<file path="src/rtl/acc_core_pkg.sv">
package acc_core_pkg;

   typedef enum logic [3:0] {
      OPC_NOP  = 4'd0,
      OPC_LDIN = 4'd1,
      OPC_MOVA = 4'd2,
      OPC_ADD  = 4'd3,
      OPC_SUB  = 4'd4,
      OPC_INC  = 4'd5,
      OPC_DEC  = 4'd6,
      OPC_LSR  = 4'd7,
      OPC_LSL  = 4'd8,
      OPC_OUT  = 4'd9
   } opc_e;

   typedef enum logic [1:0] {
      FN_ADD = 2'd0,
      FN_SUB = 2'd1,
      FN_LSR = 2'd2,
      FN_LSL = 2'd3
   } alu_fn_e;

   typedef struct packed {
      logic    acc_we;
      alu_fn_e fn;
      logic    force_one;
      logic    rf_we;
      logic    rf_from_in;
      logic    out_we;
   } ctl_t;

endpackage

</file>
<file path="src/rtl/acc_decode.sv">
module acc_decode
   import acc_core_pkg::*;
#(
   parameter int INSTR_W = 9,
   parameter int OPC_W   = 4,
   parameter int SEL_W   = 2
)(
   input  logic [INSTR_W-1:0] instr,
   output ctl_t               ctl,
   output logic [SEL_W-1:0]   src_sel,
   output logic [SEL_W-1:0]   dst_sel
);
   localparam int OPC_LSB = INSTR_W - OPC_W;
   localparam int SRC_LSB = OPC_LSB - SEL_W;
   localparam int DST_LSB = SRC_LSB - SEL_W;

   generate
      if (DST_LSB < 0) begin : g_bad_fields
         $error("acc_decode: instruction too narrow for its fields");
      end
      if (OPC_W != 4) begin : g_bad_opc
         $error("acc_decode: opcode field must be 4 bits");
      end
   endgenerate

   logic [OPC_W-1:0] opc;
   assign opc     = instr[INSTR_W-1 -: OPC_W];
   assign src_sel = instr[SRC_LSB +: SEL_W];
   assign dst_sel = instr[DST_LSB +: SEL_W];

   always_comb begin
      ctl = '0;
      ctl.fn = FN_ADD;
      case (opc)
         OPC_LDIN: begin ctl.rf_we = 1'b1; ctl.rf_from_in = 1'b1; end
         OPC_MOVA: ctl.rf_we = 1'b1;
         OPC_ADD:  begin ctl.acc_we = 1'b1; ctl.fn = FN_ADD; end
         OPC_SUB:  begin ctl.acc_we = 1'b1; ctl.fn = FN_SUB; end
         OPC_INC:  begin ctl.acc_we = 1'b1; ctl.fn = FN_ADD; ctl.force_one = 1'b1; end
         OPC_DEC:  begin ctl.acc_we = 1'b1; ctl.fn = FN_SUB; ctl.force_one = 1'b1; end
         OPC_LSR:  begin ctl.acc_we = 1'b1; ctl.fn = FN_LSR; end
         OPC_LSL:  begin ctl.acc_we = 1'b1; ctl.fn = FN_LSL; end
         OPC_OUT:  ctl.out_we = 1'b1;
         default:  ctl = '0;
      endcase
   end

   // an instruction writes at most one destination
   always_comb begin
      p_single_dest_r9: assert ($onehot0({ctl.acc_we, ctl.rf_we, ctl.out_we}));
   end

endmodule

</file>
<file path="src/rtl/acc_regfile.sv">
module acc_regfile #(
   parameter int DATA_W = 8,
   parameter int NREG   = 3,
   parameter int SEL_W  = 2
)(
   input  logic              clk,
   input  logic              rst,
   input  logic              we,
   input  logic [SEL_W-1:0]  wsel,
   input  logic [DATA_W-1:0] wdata,
   input  logic [SEL_W-1:0]  rsel,
   output logic [DATA_W-1:0] rdata
);
   localparam int NSRC = NREG + 1;
   localparam logic [DATA_W-1:0] CONST_ONE = DATA_W'(1);

   generate
      if (NSRC > (1 << SEL_W)) begin : g_bad_sel
         $error("acc_regfile: select too narrow for registers plus constant");
      end
   endgenerate

   logic [NREG-1:0][DATA_W-1:0] regs;

   generate
      for (genvar i = 0; i < NREG; i++) begin : g_reg
         localparam logic [SEL_W-1:0] IDX = SEL_W'(i);
         always_ff @(posedge clk) begin
            if (rst)
               regs[i] <= '0;
            else if (we && wsel == IDX)
               regs[i] <= wdata;
         end
      end
   endgenerate

   always_comb begin
      rdata = CONST_ONE;
      for (int k = 0; k < NREG; k++) begin
         if (rsel == SEL_W'(k)) rdata = regs[k];
      end
   end

   // a write to an unmapped destination leaves all registers as they were
   p_unmapped_dst_r2: assert property (@(posedge clk) disable iff (rst)
      (we && 32'(wsel) >= NREG) |=> $stable(regs));

   // a mapped write lands in the addressed register
   p_write_lands_r3: assert property (@(posedge clk) disable iff (rst)
      (we && 32'(wsel) < NREG) |=> regs[$past(wsel)] == $past(wdata));

endmodule

</file>
<file path="src/rtl/acc_alu.sv">
module acc_alu
   import acc_core_pkg::*;
#(
   parameter int DATA_W = 8
)(
   input  logic [DATA_W-1:0] a,
   input  logic [DATA_W-1:0] b,
   input  alu_fn_e           fn,
   output logic [DATA_W-1:0] y,
   output logic              cout
);
   generate
      if (DATA_W < 2) begin : g_bad_w
         $error("acc_alu: width must be at least 2");
      end
   endgenerate

   logic              cin;
   logic [DATA_W-1:0] b_eff;
   logic [DATA_W-1:0] sum;
   logic [DATA_W:0]   carry;

   assign cin      = (fn == FN_SUB);
   assign b_eff    = cin ? ~b : b;
   assign carry[0] = cin;

   generate
      for (genvar i = 0; i < DATA_W; i++) begin : g_fa
         logic p;
         assign p          = a[i] ^ b_eff[i];
         assign sum[i]     = p ^ carry[i];
         assign carry[i+1] = (a[i] & b_eff[i]) | (p & carry[i]);
      end
   endgenerate

   always_comb begin
      case (fn)
         FN_LSR:  begin y = {1'b0, b[DATA_W-1:1]}; cout = b[0]; end
         FN_LSL:  begin y = {b[DATA_W-2:0], 1'b0}; cout = b[DATA_W-1]; end
         default: begin y = sum; cout = carry[DATA_W]; end
      endcase
   end

   // the ripple chain agrees with a wide arithmetic sum
   always_comb begin
      p_ripple_sum_r4: assert ({carry[DATA_W], sum} ==
         ({1'b0, a} + {1'b0, b_eff} + (DATA_W+1)'(cin)));
   end

endmodule

</file>
<file path="src/rtl/acc_core.sv">
module acc_core
   import acc_core_pkg::*;
#(
   parameter int DATA_W  = 8,
   parameter int NREG    = 3,
   parameter int SEL_W   = 2,
   parameter int OPC_W   = 4,
   parameter int INSTR_W = OPC_W + 2*SEL_W + 1
)(
   input  logic               clk,
   input  logic               rst,
   input  logic [INSTR_W-1:0] instr,
   input  logic [DATA_W-1:0]  data_in,
   output logic [DATA_W-1:0]  data_out,
   output logic [DATA_W-1:0]  acc,
   output logic               flag
);
   localparam logic [DATA_W-1:0] ONE = DATA_W'(1);

   ctl_t              ctl;
   logic [SEL_W-1:0]  src_sel, dst_sel;
   logic [DATA_W-1:0] rf_rdata, operand, rf_wdata, alu_y;
   logic              alu_c;
   logic [DATA_W-1:0] acc_q, dout_q;
   logic              flag_q;

   acc_decode #(.INSTR_W(INSTR_W), .OPC_W(OPC_W), .SEL_W(SEL_W)) u_dec (
      .instr   (instr),
      .ctl     (ctl),
      .src_sel (src_sel),
      .dst_sel (dst_sel)
   );

   assign rf_wdata = ctl.rf_from_in ? data_in : acc_q;

   acc_regfile #(.DATA_W(DATA_W), .NREG(NREG), .SEL_W(SEL_W)) u_rf (
      .clk   (clk),
      .rst   (rst),
      .we    (ctl.rf_we),
      .wsel  (dst_sel),
      .wdata (rf_wdata),
      .rsel  (src_sel),
      .rdata (rf_rdata)
   );

   assign operand = ctl.force_one ? ONE : rf_rdata;

   acc_alu #(.DATA_W(DATA_W)) u_alu (
      .a    (acc_q),
      .b    (operand),
      .fn   (ctl.fn),
      .y    (alu_y),
      .cout (alu_c)
   );

   always_ff @(posedge clk) begin
      if (rst) begin
         acc_q  <= '0;
         flag_q <= 1'b0;
      end else if (ctl.acc_we) begin
         acc_q  <= alu_y;
         flag_q <= alu_c;
      end
   end

   always_ff @(posedge clk) begin
      if (rst)
         dout_q <= '0;
      else if (ctl.out_we)
         dout_q <= acc_q;
   end

   assign acc      = acc_q;
   assign flag     = flag_q;
   assign data_out = dout_q;

   // reset clears the visible state
   p_reset_clear_r1: assert property (@(posedge clk)
      rst |=> (acc == '0 && data_out == '0 && !flag));

   // output register holds unless a store-to-output is decoded
   p_dout_hold_r8: assert property (@(posedge clk) disable iff (rst)
      !ctl.out_we |=> $stable(data_out));

   // store-to-output takes the accumulator of the issuing cycle
   p_dout_load_r8: assert property (@(posedge clk) disable iff (rst)
      ctl.out_we |=> data_out == $past(acc));

   // non-arithmetic instructions leave accumulator and flag alone
   p_acc_hold_r10: assert property (@(posedge clk) disable iff (rst)
      !ctl.acc_we |=> ($stable(acc) && $stable(flag)));

endmodule

</file>
<file path="config.mk">
export PLATFORM = sky130hd
export DESIGN_NAME = acc_core
export DESIGN_NICKNAME = d
export VERILOG_FILES = /design/src/rtl/acc_core_pkg.sv /design/src/rtl/acc_decode.sv /design/src/rtl/acc_regfile.sv /design/src/rtl/acc_alu.sv /design/src/rtl/acc_core.sv
export SDC_FILE = /design/constraint.sdc
export NUM_CORES = 1
export LEC_CHECK = 0
export BUFFER_PORTS_ARGS = -buffer_cell sky130_fd_sc_hd__buf_4
export CORE_UTILIZATION = 50
export DETAILED_ROUTE_END_ITERATION = 12
export GPL_TIMING_DRIVEN = 1
export PLACE_DENSITY = 0.72
export SLEW_MARGIN = 20
export SYNTH_ARGS = -nofsm -noshare
export SYNTH_HDL_FRONTEND = slang
export SYNTH_SLANG_ARGS = --single-unit
</file>
<file path="constraint.sdc">
create_clock -name clk -period 11.7 [get_ports clk]
set_input_delay 0 -clock clk [delete_from_list [all_inputs] [get_ports clk]]
set_output_delay 0 -clock clk [all_outputs]
set_load 0.005 [all_outputs]
</file>
==> metrics <==
Root Driver clkbuf_8; Synth warnings 0; vias 1950; RR Endpoint acc[7]$_SDFFE_PP0P_; Sw Ratio 26.5%; share of the synthesized area in the top cell type 35.2%; Tcrit/Tclk final 39.3%; fin area 0.00268 mm2; Detail Route Antenna Nets 0; first-pass GRT wire length 8.87 mm; Worst Tran Pin Value 0.869 ns; Area Overhead vs Synth 14.8%; Syn Inst Count 260; Setup Buffers After CTS 0; hpwl dp 3.75 mm; sequential area share after synthesis 35.2%; clock-pin transition on the worst setup and hold timing paths 0.08 ns; RSZ-0062 raised after global routing no; initial antenna violation count 0; clk buf depth 2; grt ovf 0; Sequential Power Share 45.9%; post_cts resized 0; CTS tree done; post-layout minimum cycle time 4.60 ns; FFs w/ async S/R, synth 0%; combinational power share 17.3%; final WL 5.31 mm; reg2reg path depth 15; worst r2r src u_rf.regs[9]$_SDFFE_PP0P_; Initial Util 52.9%; largest net degree at the start of global routing 36; Setup CP Type flip-flop to flip-flop; CP Capture Type flip-flop; ratio of cells with drive above 1 in the final layout 18.0%; cells taking the most area after synthesis dfxtp_1 35%, a211oi_1 7.7%, mux2i_1 6.9%; Synth Register Bits 41; Critical Path Fanout Max 3; CTS Hold Bufs 0; vias in the first global route 1839; endpoints failing setup 0; Power Density 121 mW/mm2; Arrival @ worst endpoint 4.78 ns; status completed; dominant cell type by area after synthesis dfxtp_1; GRT Total Usage 22.8%; Netlist cell types 43; Worst Hold End data_out[7]$_SDFFE_PP0N_; CTS Buf Count 5; Post-DP Area 0.00255 mm2; hold path depth 2; HP Class input port to flip-flop; final instance count without filler cells 335; Ant. Diodes 0; Synth top cells by count 41 x dfxtp_1, 41 x nor2_1, 24 x a211oi_1; Max-slew headroom 41.8%; Leakage 0.968 nW; Final Max Tran Viols 0; die area 0.00495 mm2; Post-Syn Area per Cell 8.98 um2; Worst setup SP type flip-flop; clk sinks 41; die width 70.3 um; Sw Pwr 0.0856 mW; Max Cap Violations 0; I/O pin cnt 36; HP Start rst; via-per-instance ratio 5.82; Layout Nets 308; worst vdd ir 71.3 uV; Post-Route Hold Slack 0.0983 ns; internal power 0.238 mW; gp weighted congestion 0.838; setup TNS 0 ns; drt initial violations 259; worst path required time 11.88 ns; DP Cell Count 327; Worst R2R Setup Slack 7.10 ns; syn_nets 286; DRC viols 0; Post-synth EDFFs 0; final hold vios 0; port buffer count 34; maximum clock rate 217 MHz; most common flop cell mapped by yosys dfxtp_1; DR WL/cell 15.8 um; Die Y-Extent 70.3 um; core area 0.00441 mm2; Tot Pwr 0.324 mW; Clock Latency Late Sink 0.30 ns; synthesized cell area 0.00233 mm2; CTS H-tree lvls 2; clock power share 36.8%; number of cell rows 24; clk_skew 0.00460 ns; number of detailed-route iterations in the first pass 4
-- state kept, by name, indices dropped and copies added, names as in the netlist --
signal,flops
acc,8
u_rf.regs,24
flag,1
data_out,8
-- stage by stage --
step,util (%),setup WS [ns]
floorplan,-,7.25
global placement,57.9,6.87
detailed placement,57.9,6.81
CTS,60.5,7.07
global route,60.7,6.94
finish,60.7,7.10
-- cell usage in the layout, fill, tap and decap left out, types with 3 or more instances in the layout --
cell,synthesis,routed
o21ai_0,6,6
a21oi_1,18,18
a211oi_1,24,24
xor2_1,6,6
inv_1,13,13
nor4b_4,4,5
o22ai_1,4,4
buf_4,3,34
nor3_1,3,3
maj3_1,3,3
nand3_1,4,4
dfxtp_1,41,41
a31oi_1,4,4
o2bb2ai_1,8,8
clkbuf_8,0,6
nand2_1,15,15
nor2_1,41,41
fa_1,7,7
mux2i_1,16,16
-- final cells by class --
type,count,area [um2]
inverter,13,48.8
tap,52,65.1
fill,398,1730
clock inverter,1,30.0
multi-input combinational,187,1370
timing repair buffer,34,255
clock buffer,7,86.3
sequential,41,821
-- kinds of logic after synthesis --
family          after synthesis  synth area share, %
simple gates                 78                 18.8
buf+inv                      32                 6.64
flops                        41                 35.2
fa+ha+maj                    10                 7.29
compound gates               74                 21.5
mux                          17                 7.34
xor+xnor                      8                 3.32
-- routing by layer --
layer | up-vias | wire [um] | part of all wire, % | global-route usage, %
li1 | 968 | - | - | -
met1 | 914 | 2540 | 48 | 31.6
met2 | 59 | 2420 | 46 | 34.5
met3 | 9 | 249 | 4.7 | 4.04
met4 | 0 | 89 | 1.7 | 10.0
met5 | - | 0 | 0 | 0
-- worst max-delay path: stages (launching register included) --
cell,delay (ns)
dfxtp_1,0.33
mux2i_1,0.08
o2bb2ai_1,0.29
nand2_1,0.11
xor2_1,0.17
fa_1,0.44
fa_1,0.41
fa_1,0.39
fa_1,0.38
fa_1,0.38
fa_1,0.36
inv_1,0.11
fa_1,0.42
maj3_1,0.34
o221ai_1,0.18
a21oi_1,0.08
-- power by group through the flow --
stage	Combinational (mW)	Clock [mW]	Sequential, mW
5_1_grt	0.0616	0.125	0.149
3_5_place_dp	0.0553	0	0.152
2_1_floorplan	0.0379	0	0.151
4_1_cts	0.0556	0.121	0.149
3_3_place_gp	0.0544	0	0.152
6_report	0.0559	0.119	0.149
-- worst max-delay path by stage --
stage	cells past startpoint	to	start	slack (ns)
after floorplan	17	acc[7]$_SDFFE_PP0P_	instr[7]	7.25
after global placement	16	acc[7]$_SDFFE_PP0P_	instr[6]	6.87
after detailed placement	16	acc[7]$_SDFFE_PP0P_	instr[6]	6.81
after CTS	15	acc[7]$_SDFFE_PP0P_	u_rf.regs[9]$_SDFFE_PP0P_	7.07
after global routing	15	acc[7]$_SDFFE_PP0P_	u_rf.regs[9]$_SDFFE_PP0P_	6.94
final	15	acc[7]$_SDFFE_PP0P_	u_rf.regs[9]$_SDFFE_PP0P_	7.10
No activity file was read; power rests on OpenSTA's default activity.
